===== src/rtl/txbuf_irq_status.sv =====
module txbuf_irq_status #(
  parameter int DEPTH = 16,
  parameter int DW    = 8,
  parameter int RW    = 8
) (
  input  logic          clk,
  input  logic          rst_n,
  input  logic          wr_en,
  input  logic [DW-1:0] wr_data,
  input  logic          pop_en,
  output logic [DW-1:0] pop_data,
  input  logic [RW-1:0] pkt_remain,
  input  logic          osc_ok,
  input  logic          mon_on,
  input  logic          vbat_low,
  input  logic          done_evt,
  input  logic          fail_evt,
  input  logic          stat_rd,
  output logic [7:0]    stat_q,
  input  logic          en_we,
  input  logic [7:0]    en_wdata,
  output logic [7:0]    en_q,
  input  logic          buf_clr,
  output logic          irq
);
  localparam int AW = $clog2(DEPTH);
  localparam int CW = $clog2(DEPTH + 1);
  localparam logic [CW-1:0] FULL_LVL = CW'(DEPTH);
  localparam logic [CW-1:0] NF_LVL   = CW'(DEPTH - 1);
  localparam logic [CW-1:0] HE_LVL   = CW'(DEPTH / 2);

  logic [DW-1:0] mem [DEPTH];
  logic [AW-1:0] wp, rp;
  logic [CW-1:0] cnt;
  logic          osc_q, lv_q, berr, done_f, fail_f;

  wire full   = (cnt == FULL_LVL);
  wire empty  = (cnt == '0);
  wire do_pop = pop_en && !empty;
  wire do_wr  = wr_en && (!full || do_pop);
  wire ovf    = wr_en && full && !do_pop;
  wire unr    = empty && (pkt_remain != '0);

  assign pop_data = mem[rp];

  always_ff @(posedge clk or negedge rst_n) begin
    if (!rst_n) begin
      wp  <= '0;
      rp  <= '0;
      cnt <= '0;
    end else if (buf_clr) begin
      wp  <= '0;
      rp  <= '0;
      cnt <= '0;
    end else begin
      if (do_wr)  wp <= wp + 1'b1;
      if (do_pop) rp <= rp + 1'b1;
      cnt <= cnt + CW'(do_wr) - CW'(do_pop);
    end
  end

  always_ff @(posedge clk) begin
    if (do_wr && !buf_clr) mem[wp] <= wr_data;
  end

  always_ff @(posedge clk or negedge rst_n) begin
    if (!rst_n) begin
      berr   <= 1'b0;
      done_f <= 1'b0;
      fail_f <= 1'b0;
      osc_q  <= 1'b1;
      lv_q   <= 1'b0;
      en_q   <= '0;
    end else begin
      if (buf_clr)         berr <= 1'b0;
      else if (ovf || unr) berr <= 1'b1;
      if (done_evt)     done_f <= 1'b1;
      else if (stat_rd) done_f <= 1'b0;
      if (fail_evt)     fail_f <= 1'b1;
      else if (stat_rd) fail_f <= 1'b0;
      osc_q <= osc_ok;
      lv_q  <= mon_on & vbat_low;
      if (en_we) en_q <= en_wdata;
    end
  end

  assign stat_q = {osc_q, lv_q, (cnt <= NF_LVL), (cnt <= HE_LVL), empty, berr, done_f, fail_f};
  assign irq    = |(stat_q & en_q);
endmodule


===== config.mk =====
export PLATFORM = sky130hd
export DESIGN_NAME = txbuf_irq_status
export DESIGN_NICKNAME = d
export VERILOG_FILES = /design/src/rtl/txbuf_irq_status.sv
export SDC_FILE = /design/constraint.sdc
export NUM_CORES = 1
export LEC_CHECK = 0
export BUFFER_PORTS_ARGS = -buffer_cell sky130_fd_sc_hd__buf_2
export CAP_MARGIN = 15
export CELL_PAD_IN_SITES_DETAIL_PLACEMENT = 1
export CELL_PAD_IN_SITES_GLOBAL_PLACEMENT = 2
export CORE_ASPECT_RATIO = 1.1
export CORE_MARGIN = 10
export CORE_UTILIZATION = 45
export CTS_CLUSTER_DIAMETER = 30
export DETAILED_ROUTE_END_ITERATION = 7
export PLACE_DENSITY_LB_ADDON = 0.15
export RECOVER_POWER = 50
export SKIP_CTS_REPAIR_TIMING = 1
export SYNTH_ARGS = -nofsm -noshare
export SYNTH_HDL_FRONTEND = slang
export SYNTH_SLANG_ARGS = --single-unit

===== constraint.sdc =====
create_clock -name clk -period 5.15 [get_ports clk]
set_clock_uncertainty 0.1 [all_clocks]
set_input_delay 0.7725 -clock clk [delete_from_list [all_inputs] [get_ports clk]]
set_output_delay 0.7725 -clock clk [all_outputs]
set_load 0.02 [all_outputs]

==> results.md <==
- Outcome: complete, no violations
- Initial Util: 45.6%
- Cells after Synth: 392
- Die Y: around 150 µm
- Most frequent cells in the layout: 128 x edfxtp_1, 50 x buf_2, 33 x mux2i_1, 24 x dfrtp_1, 22 x nor2_1
- Initial antenna violation count: 0
- Global-route wire length before repair: 24400 µm
- DRT Pass-1 Iters: 4
- Fillers: 1390
- Largest net degree at the start of global routing: 42
- Via count: 3577
- RePlAce Congestion: 0.784
- Htree depth: 4
- Post-Syn Area per Cell: 16.7 µm²
- Seq cells post-synth: around 150
- Min-Delay Path Class: in -> reg
- Yosys cell types: between 40 and 50
- Clock Latency Late Sink: 0.43 ns
- Tot GR Track Use: between 10% and 20%
- Critical path peak fanout: 17
- CTS buffer count: 17
- Die Area: 19800 µm²
- Synth Warn #: 0
- Final WL: 15400 µm
- Final core utilization: 52.5%
- Unrepaired setup endpoints after global routing: false
- Leakage power: 2.71 nW
- Remaining Overflow, GRT: 0
- CP max stage cell: and2_1
- CP Cell Sequence: and2_1 > a221oi_1 > a22oi_1 > nand2_1 > buf_2
- Area of the mapped netlist: 6560 µm²
- Clock Tree Root: clkbuf_16
- Final Hold Viols: 0
- Post-Syn Nets: between 400 and 500
- IO Pins: 61
- DRT iter0 DRCs: around 280
- Worst setup SP type: flip-flop
- Max_cap viols: 0
- Core Area: 14400 µm²
- Share of layout cells above drive strength 1: 27.8%
- Area added between synthesis and finish: 15.2%
- Seq/Total Area, Yosys: 68.5%
- Final Setup Violations: 0
- Vias in the first global route: 4099
- Fin nets: 507
- Final worst slack: 1.44 ns
- Crit path required time: 4.28 ns
- Pre-CTS WS: 1.86 ns
- Worst slew pin tran: 1.47 ns
- CTS tree: done
- Port buffer count: 60
- Antenna Violating Nets Remaining: 0
- Period Utilization, post-route: 72.0%
- Wire length per cell: 23.4 µm
- Pins over their slew limit: 0
- Max VDD drop: 237 µV
- N_diodes: 0
- Row cnt: 46
- Worst endpoint data arrival time: around 2.8 ns
- Fin crit period: 3.71 ns
- Hold_ws: about 0.34 ns
- Worst setup EP type: primary output
- Die width: 135 µm
- Max_slew headroom: 1.68%
- Deepest clock path buffer count: 2
- Commonest non-fill, non-tap cell in the layout: edfxtp_1
- Total power draw: ~0.0035 W
- Setup TNS: 0 ns
- CTS Sinks: 154
- Pwr/cell area: 461 nW/µm²
- Crit Path Category: reg -> out
- CP peak stage delay: 0.96 ns
- Vias/cell: around 5.4
- FMAX: between 200 and 300 MHz
- Register clock-pin slew on the reported worst setup and hold paths: 0.06 ns
- HPWL after detailed placement: 10300 µm
- # DRC: 0
[layout make-up]
cell class	instances	area, µm²	area share [%]
repair buffers	67	340	4.50
well taps	192	240	3.18
clock inverters	15	173	2.28
flip-flops and latches	154	4500	59.5
multi-input cells	199	1830	24.2
inverters	15	56.3	0.745
clock buffers	17	425	5.63
[worst max-delay path, delay by kind of cell, from the launching register on]
kind / cells / cell delay, ns
simple gates: 2 / 1.04
buf+inv: 1 / 0.17
flops: 1 / 0.65
compound gates: 2 / 0.56
[kinds of logic (layout without fill, tap and decap cells)]
family,count (synthesis),after routing,share of synthesized area [%]
adders and majority gates,17,17,3.36
DFF,154,154,68.5
xor gates and xnor gates,8,8,1.07
AOI/OAI and AO/OA,51,51,6.69
buffers and inverters,39,114,3.64
muxes,57,57,11.9
and+or+nand+nor,66,66,4.82
[synthesized netlist by cell type, drive strengths merged]
library cell,n,area share (%)
nor4,2,0.19
ha,16,3.1
or3,1,0.095
a221o,1,0.15
nand4,1,0.095
clkbuf,5,0.30
xnor2,4,0.53
mux2,8,1.4
nand2b,4,0.38
or3b,1,0.13
edfxtp,128,59
inv,15,0.86
dfrtp,25,9.5
nand3,4,0.31
nand2,18,1.0
a31oi,1,0.095
a211oi,2,0.31
nor3b,1,0.11
nor3,4,0.31
fa,1,0.31
o211ai,1,0.11
a41oi,1,0.13
nor2,22,1.3
o21ai,11,0.90
nor4b,1,0.13
a22oi,9,1.0
and2,2,0.19
or4b,1,0.21
a21o,3,0.34
xor2,4,0.53
a221oi,16,3.1
dfstp,1,0.40
mux2i,33,5.0
or2,1,0.095
mux4,16,5.5
nor2b,3,0.29
buf,19,2.5
a222oi,1,0.15
a21oi,5,0.38
[metal layers]
layer  share of wire (%)  wire (µm)  vias up  global-route usage (%)
li1                    -          -     1631                       -
met4                 1.6        253        0                    6.36
met1                  41       6330     1820                    19.6
met3                 6.4        992       19                    5.01
met5                   0          0        -                       0
met2                  51       7850      107                    27.6
[stage by stage]
stage / instances / instance area [µm²]
floorplan: 392 / 6560
global placement: 627 / 6970
detailed placement: 627 / 6970
CTS: 659 / 7570
global route: 659 / 7560
finish: 659 / 7560
[state kept, by name, summed over array words and instances (netlist names), 4 cells and up]
name / cells
mem: 128
cnt: 5
en_q: 8
rp: 4
wp: 4
[final timing paths]
path	from	end	slack, ns	cells past startpoint
setup / recovery	rp[2]	pop_data[3]	1.44	5
hold / removal	osc_ok	osc_q	0.34	1
setup reg to reg	cnt[2]	cnt[4]	2.04	14
hold reg to reg	fail_f	fail_f	0.43	1
max in group asynchronous	rst_n	rp[0]	3.40	1
min in group asynchronous	rst_n	fail_f	0.59	1
[where the power goes]
| group | switching, W | total (W) | internal [W] |
|---|---|---|---|
| registers | 0.0000649 | 0.00147 | 0.00140 |
| logic | 0.000422 | 0.000752 | 0.000331 |
| clock network | 0.000505 | 0.00127 | 0.000762 |
Note: power is estimated with default switching activity, not from simulation.
